<file path="config.mk">
export PLATFORM = sky130hd
export DESIGN_NAME = cgp_fitness_eval
export DESIGN_NICKNAME = d
export VERILOG_FILES = /design/src/rtl/cgp_eval_pkg.sv /design/src/rtl/cgp_gate_cell.sv /design/src/rtl/cgp_row_match.sv /design/src/rtl/cgp_fitness_eval.sv
export SDC_FILE = /design/constraint.sdc
export NUM_CORES = 1
export LEC_CHECK = 0
export BUFFER_PORTS_ARGS = -buffer_cell sky130_fd_sc_hd__buf_2
export CAP_MARGIN = 10
export CORE_MARGIN = 2
export CORE_UTILIZATION = 55
export DETAILED_ROUTE_END_ITERATION = 8
export PLACE_DENSITY_LB_ADDON = 0.15
export SETUP_SLACK_MARGIN = 0.2
export SLEW_MARGIN = 0
export SYNTH_ARGS = -nofsm -noshare
export SYNTH_HDL_FRONTEND = slang
export SYNTH_HIERARCHICAL = 1
export SYNTH_SLANG_ARGS = --single-unit
</file>
<file path="constraint.sdc">
create_clock -name clk -period 8.7 [get_ports clk]
set_input_delay 0.435 -clock clk [delete_from_list [all_inputs] [get_ports clk]]
set_output_delay 0.435 -clock clk [all_outputs]
set_load 0.01 [all_outputs]
</file>
<file path="src/rtl/cgp_eval_pkg.sv">
package cgp_eval_pkg;

    typedef enum logic [1:0] {
        FN_AND  = 2'd0,
        FN_ANDN = 2'd1,
        FN_XOR  = 2'd2,
        FN_MUX  = 2'd3
    } cell_fn_e;

    typedef enum logic [1:0] {
        PH_IDLE = 2'd0,
        PH_CELL = 2'd1,
        PH_CMP  = 2'd2
    } eval_phase_e;

    typedef struct packed {
        logic a;
        logic b;
        logic s;
    } cell_pins_t;

    function automatic logic apply_fn(cell_fn_e f, cell_pins_t p);
        logic y;
        unique case (f)
            FN_AND:  y = p.a & p.b;
            FN_ANDN: y = p.a & ~p.b;
            FN_XOR:  y = p.a ^ p.b;
            default: y = p.s ? p.b : p.a;
        endcase
        return y;
    endfunction

endpackage

</file>
<file path="src/rtl/cgp_gate_cell.sv">
module cgp_gate_cell
    import cgp_eval_pkg::*;
#(
    parameter int N_IN  = 6,
    parameter int ROWS  = 2,
    parameter int LB    = 3,
    parameter int NLAB  = 22,
    parameter int LW    = 5,
    parameter int CW    = 4
) (
    input  logic [NLAB-1:0]    vals,
    input  logic [CW-1:0]      cell_idx,
    input  logic [3*LW+1:0]    gene,
    output logic               y
);
    logic [2:0] pin;
    cell_pins_t pins;

    always_comb begin
        int col;
        int lab;
        int scol;
        logic ok;
        col = int'(cell_idx) / ROWS;
        for (int s = 0; s < 3; s++) begin
            lab  = int'(gene[s*LW +: LW]);
            scol = 0;
            ok   = 1'b0;
            if (lab < N_IN) begin
                ok = (col < LB);
            end else if (lab < NLAB) begin
                scol = (lab - N_IN) / ROWS;
                ok   = (scol < col) && (scol >= col - LB);
            end
            pin[s] = ok ? vals[gene[s*LW +: LW]] : 1'b0;
        end
    end

    assign pins = '{a: pin[0], b: pin[1], s: pin[2]};
    assign y    = apply_fn(cell_fn_e'(gene[3*LW +: 2]), pins);

endmodule

</file>
<file path="src/rtl/cgp_row_match.sv">
module cgp_row_match #(
    parameter int N_OUT = 6,
    parameter int MW    = 3
) (
    input  logic [N_OUT-1:0] got,
    input  logic [N_OUT-1:0] want,
    output logic [MW-1:0]    hits
);
    always_comb begin
        hits = '0;
        for (int j = 0; j < N_OUT; j++) begin
            if (got[j] == want[j]) hits = hits + MW'(1);
        end
    end
endmodule

</file>
<file path="src/rtl/cgp_fitness_eval.sv">
module cgp_fitness_eval
    import cgp_eval_pkg::*;
#(
    parameter int AW   = 3,
    parameter int ROWS = 2,
    parameter int COLS = 8,
    parameter int LB   = 3,
    localparam int N_IN  = 2 * AW,
    localparam int N_OUT = 2 * AW,
    localparam int NCELL = ROWS * COLS,
    localparam int NLAB  = N_IN + NCELL,
    localparam int LW    = $clog2(NLAB),
    localparam int CG    = 3 * LW + 2,
    localparam int GW    = NCELL * CG + N_OUT * LW,
    localparam int NROW  = 1 << N_IN,
    localparam int FMAX  = N_OUT * NROW,
    localparam int FW    = $clog2(FMAX + 1)
) (
    input  logic          clk,
    input  logic          rst,
    input  logic          start,
    input  logic [GW-1:0] genotype,
    output logic          done,
    output logic [FW-1:0] fitness
);
    localparam int CW = (NCELL > 1) ? $clog2(NCELL) : 1;
    localparam int MW = $clog2(N_OUT + 1);

    eval_phase_e      phase_q;
    logic [GW-1:0]    geno_q;
    logic [CW-1:0]    cell_q;
    logic [N_IN-1:0]  row_q;
    logic [NCELL-1:0] cellv_q;
    logic [FW-1:0]    fit_q;
    logic             done_q;

    logic [NLAB-1:0]  vals;
    logic [CG-1:0]    cur_gene;
    logic             cell_y;
    logic [N_OUT-1:0] got;
    logic [N_OUT-1:0] want;
    logic [MW-1:0]    hits;

    assign vals     = {cellv_q, row_q};
    assign cur_gene = geno_q[int'(cell_q)*CG +: CG];

    cgp_gate_cell #(
        .N_IN(N_IN), .ROWS(ROWS), .LB(LB), .NLAB(NLAB), .LW(LW), .CW(CW)
    ) u_cell (
        .vals(vals), .cell_idx(cell_q), .gene(cur_gene), .y(cell_y)
    );

    for (genvar j = 0; j < N_OUT; j++) begin : g_out
        logic [LW-1:0] olab;
        assign olab   = geno_q[NCELL*CG + j*LW +: LW];
        assign got[j] = (int'(olab) < NLAB) ? vals[olab] : 1'b0;
    end

    assign want = {{AW{1'b0}}, row_q[AW-1:0]} * {{AW{1'b0}}, row_q[N_IN-1:AW]};

    cgp_row_match #(.N_OUT(N_OUT), .MW(MW)) u_match (
        .got(got), .want(want), .hits(hits)
    );

    always_ff @(posedge clk) begin
        if (rst) begin
            phase_q <= PH_IDLE;
            geno_q  <= '0;
            cell_q  <= '0;
            row_q   <= '0;
            cellv_q <= '0;
            fit_q   <= '0;
            done_q  <= 1'b0;
        end else begin
            done_q <= 1'b0;
            unique case (phase_q)
                PH_IDLE: begin
                    if (start) begin
                        geno_q  <= genotype;
                        fit_q   <= '0;
                        row_q   <= '0;
                        cell_q  <= '0;
                        cellv_q <= '0;
                        phase_q <= PH_CELL;
                    end
                end
                PH_CELL: begin
                    cellv_q[cell_q] <= cell_y;
                    if (cell_q == CW'(NCELL - 1)) phase_q <= PH_CMP;
                    else cell_q <= cell_q + CW'(1);
                end
                default: begin
                    fit_q  <= fit_q + FW'(hits);
                    cell_q <= '0;
                    if (row_q == '1) begin
                        phase_q <= PH_IDLE;
                        done_q  <= 1'b1;
                    end else begin
                        row_q   <= row_q + N_IN'(1);
                        phase_q <= PH_CELL;
                    end
                end
            endcase
        end
    end

    assign done    = done_q;
    assign fitness = fit_q;


    done_single_chk: assert property (@(posedge clk) disable iff (rst)
        done_q |=> !done_q);


    done_after_cmp_chk: assert property (@(posedge clk) disable iff (rst)
        done_q |-> $past(phase_q) == PH_CMP);


    fit_hold_chk: assert property (@(posedge clk) disable iff (rst)
        (phase_q == PH_IDLE && !start) |=> $stable(fit_q));


    fit_bound_chk: assert property (@(posedge clk) disable iff (rst)
        fit_q <= FW'(FMAX));


    busy_start_chk: assert property (@(posedge clk) disable iff (rst)
        (phase_q != PH_IDLE) |=> $stable(geno_q));


    cell_order_chk: assert property (@(posedge clk) disable iff (rst)
        (phase_q == PH_CELL && cell_q != CW'(NCELL - 1)) |=> cell_q == $past(cell_q) + CW'(1));

endmodule

</file>
==> impl_metrics.json <==
{
  "crit_top_cell": "ha_1",
  "crit_type": "reg -> reg",
  "htreeDepth": 2,
  "whs_ps": 135,
  "drc": 0,
  "finalSetupViolations": 0,
  "cap_violations": 0,
  "grt_use_total": 0.307,
  "drive_above_1_share": 0.200,
  "drtIter0Drc": 1534,
  "clockPowerShare": 0.389,
  "layout_common_cells": "nand2_1 (646), a21oi_1 (346), dfxtp_1 (338)",
  "grt_max_degree": 258,
  "diodes": 0,
  "die_width_um": 189,
  "gp_congestion": 0.913,
  "power_density_nw_per_um2": 180,
  "relSlewSlack": 0.208,
  "grt_overflow_total": 0,
  "p_sw_mw": 1.09,
  "vias": 16800,
  "finalCriticalPeriod_ps": 7100,
  "cts_sinks": 340,
  "cts_buffer_depth": 3,
  "worstPathMaxFanout": 43,
  "viasPerCell": 5.96,
  "dr_wl_met2_mm": 27.5,
  "synth_fp_nets": 2543,
  "hpwl_mm": 40.3,
  "cts_tree": "done",
  "cp_top_family": "compound AO/OA/AOI/OAI gates",
  "drt-total-wl_mm": 56.0,
  "wl_met3_mm": 3.67,
  "ys_async_sr_fraction": 0,
  "first_pass_iters": 6,
  "rrSetupSlack_ps": 1600,
  "power_frac_seq": 0.439,
  "cp_data_required_time_ps": 9150,
  "synth_warnings": 6,
  "synth_ff_type": "dfxtp_1",
  "cts-hold-fix-buffers": 0,
  "p_comb_frac": 0.172,
  "start_util": 0.562,
  "fmax_mhz": 141,
  "numPortBuffers": 314,
  "postRouteAntennaNets": 0,
  "p_total_mw": 3.90,
  "p_leak_nw": 8.85,
  "timing.final.crit_share": 0.816,
  "hold_class": "in -> reg",
  "ios": 315,
  "cp.arrival_ps": 7550,
  "ys_seq_area_frac": 0.360,
  "fin_skew_ps": 18.4,
  "clk_pin_slew_ps": 60,
  "clk_latency_ps": 540,
  "drv_slew": 0,
  "grt_antenna_before_repair": 6,
  "cellInternalPower_mw": 2.81,
  "cts_root_buf": "clkbuf_16",
  "topRoutingLayerUsed": "met5",
  "ir_worst_vdd_mv": 0.134,
  "grt_pass1_wl_mm": 87.3,
  "cts_buffers": 37,
  "wl_met1_mm": 22.8,
  "die_area_um2": 35900,
  "syn_inst": 2136,
  "syn_area_per_cell_um2": 8.86,
  "ys_types": 76,
  "cpPeakStageDelay_ps": 830,
  "dp_cells": 2751,
  "cts_setup_buffers": 0,
  "max_slew.worst_pin.slew_ps": 1190,
  "crit_path_start_kind": "register",
  "area_growth_pct": 14.4,
  "swShare": 0.280,
  "synth.ff_latch_count": 340,
  "path_cells": "mux4_1 > mux4_2 > ha_1 > nor3_1 > buf_4 > and2_1 > ha_1 > ha_1 > nand3_1 > ha_1 > inv_1 > ha_1 > a21o_1 > a211o_1 > a21oi_1 > o211ai_1 > xor2_1 > a221o_1 > mux2_1 > o21ai_2 > inv_1 > or3_1 > a21oi_1",
  "netlist_area_um2": 18900,
  "die_h_um": 189,
  "grt_pass1_vias": 16200,
  "status": "finished, final reports clean",
  "hold_viol_final": 0,
  "synth_edf_count": 0,
  "critPathBufInv": 3,
  "core_area_um2": 33700,
  "nNetsFinal": 2749,
  "worst_setup_path_end_kind": "register",
  "wl_per_cell_um": 19.9,
  "fin_cells": 2815,
  "final_common_cell": "nand2_1",
  "cpMaxStageDelayCell": "dfxtp_4",
  "setup_tns_ps": 0,
  "rows": 67,
  "rsz0062_at_grt": "false",
  "post_cts_resized": 0
}
## stage by stage
step	utilization	setup WS (ps)	cell area (um^2)
after floorplan	-	2250	18900
after global placement	0.608	1830	20500
after detailed placement	0.608	1680	20500
after CTS	0.643	1650	21700
after global routing	0.643	1170	21700
final	0.643	1600	21700
## registers in the layout, summed over array words and instances (netlist names)
name	count
cell_q	4
cellv_q	16
done	1
fitness	9
geno_q	302
phase_q	2
row_q	6
## synth_stat cells (17+ instances only)
library cell | count | share of area
nand2_1 | 647 | 0.13
dfxtp_1 | 340 | 0.36
o211ai_1 | 18 | 0.0071
mux2i_1 | 17 | 0.0090
nand3_1 | 25 | 0.0066
nor2b_1 | 18 | 0.0060
mux4_1 | 63 | 0.087
nand4_1 | 20 | 0.0066
ha_1 | 99 | 0.065
clkbuf_1 | 103 | 0.020
o21ai_0 | 22 | 0.0058
mux4_2 | 66 | 0.079
nor2_1 | 29 | 0.0058
inv_1 | 45 | 0.0089
a21oi_1 | 346 | 0.092
and2_1 | 18 | 0.0060
buf_2 | 49 | 0.013
## logic make-up after synthesis
family	after synthesis	synth area share
buffers and inverters	210	0.0495
muxes	156	0.181
and+or+nand+nor	818	0.181
AOI/OAI and AO/OA	478	0.143
adders and majority gates	102	0.0686
DFF	340	0.360
xor gates and xnor gates	32	0.0172
## power groups by stage
stage               clock [mW]  combinational, mW  sequential, mW
finish                    1.52              0.670            1.71
global route              1.60              0.740            1.72
CTS                       1.53              0.666            1.71
detailed placement           0              0.662            1.74
global placement             0              0.650            1.74
floorplan                    0              0.480            1.71
## tightest hold or removal path, cell delays in order
cell and delay [ps]:
buf_2 90, nand2_1 50, a21oi_1 50
## path summary, 6_finish.rpt
kind / start / end / depth (start not counted)
worst max-delay path: cell_q[0] / cellv_q[15] / 23
worst min-delay path: genotype[78] / geno_q[78] / 3
worst max register to register: cell_q[0] / cellv_q[15] / 23
worst min register to register: geno_q[13] / geno_q[13] / 2
## final cells by class
class | count | area, um^2
clock buffer | 57 | 1070
clock inverter | 7 | 98.8
fill | 2884 | 12000
inverter | 47 | 176
multi-input combinational | 1586 | 11200
sequential | 340 | 6810
tap | 448 | 561
timing repair buffer | 330 | 1740
## routing by layer
layer	track usage	vias up
li1	-	7986
met1	0.396	8013
met2	0.523	654
met3	0.0480	118
met4	0.109	12
met5	0	-
Power figures use the tool's default switching activity.
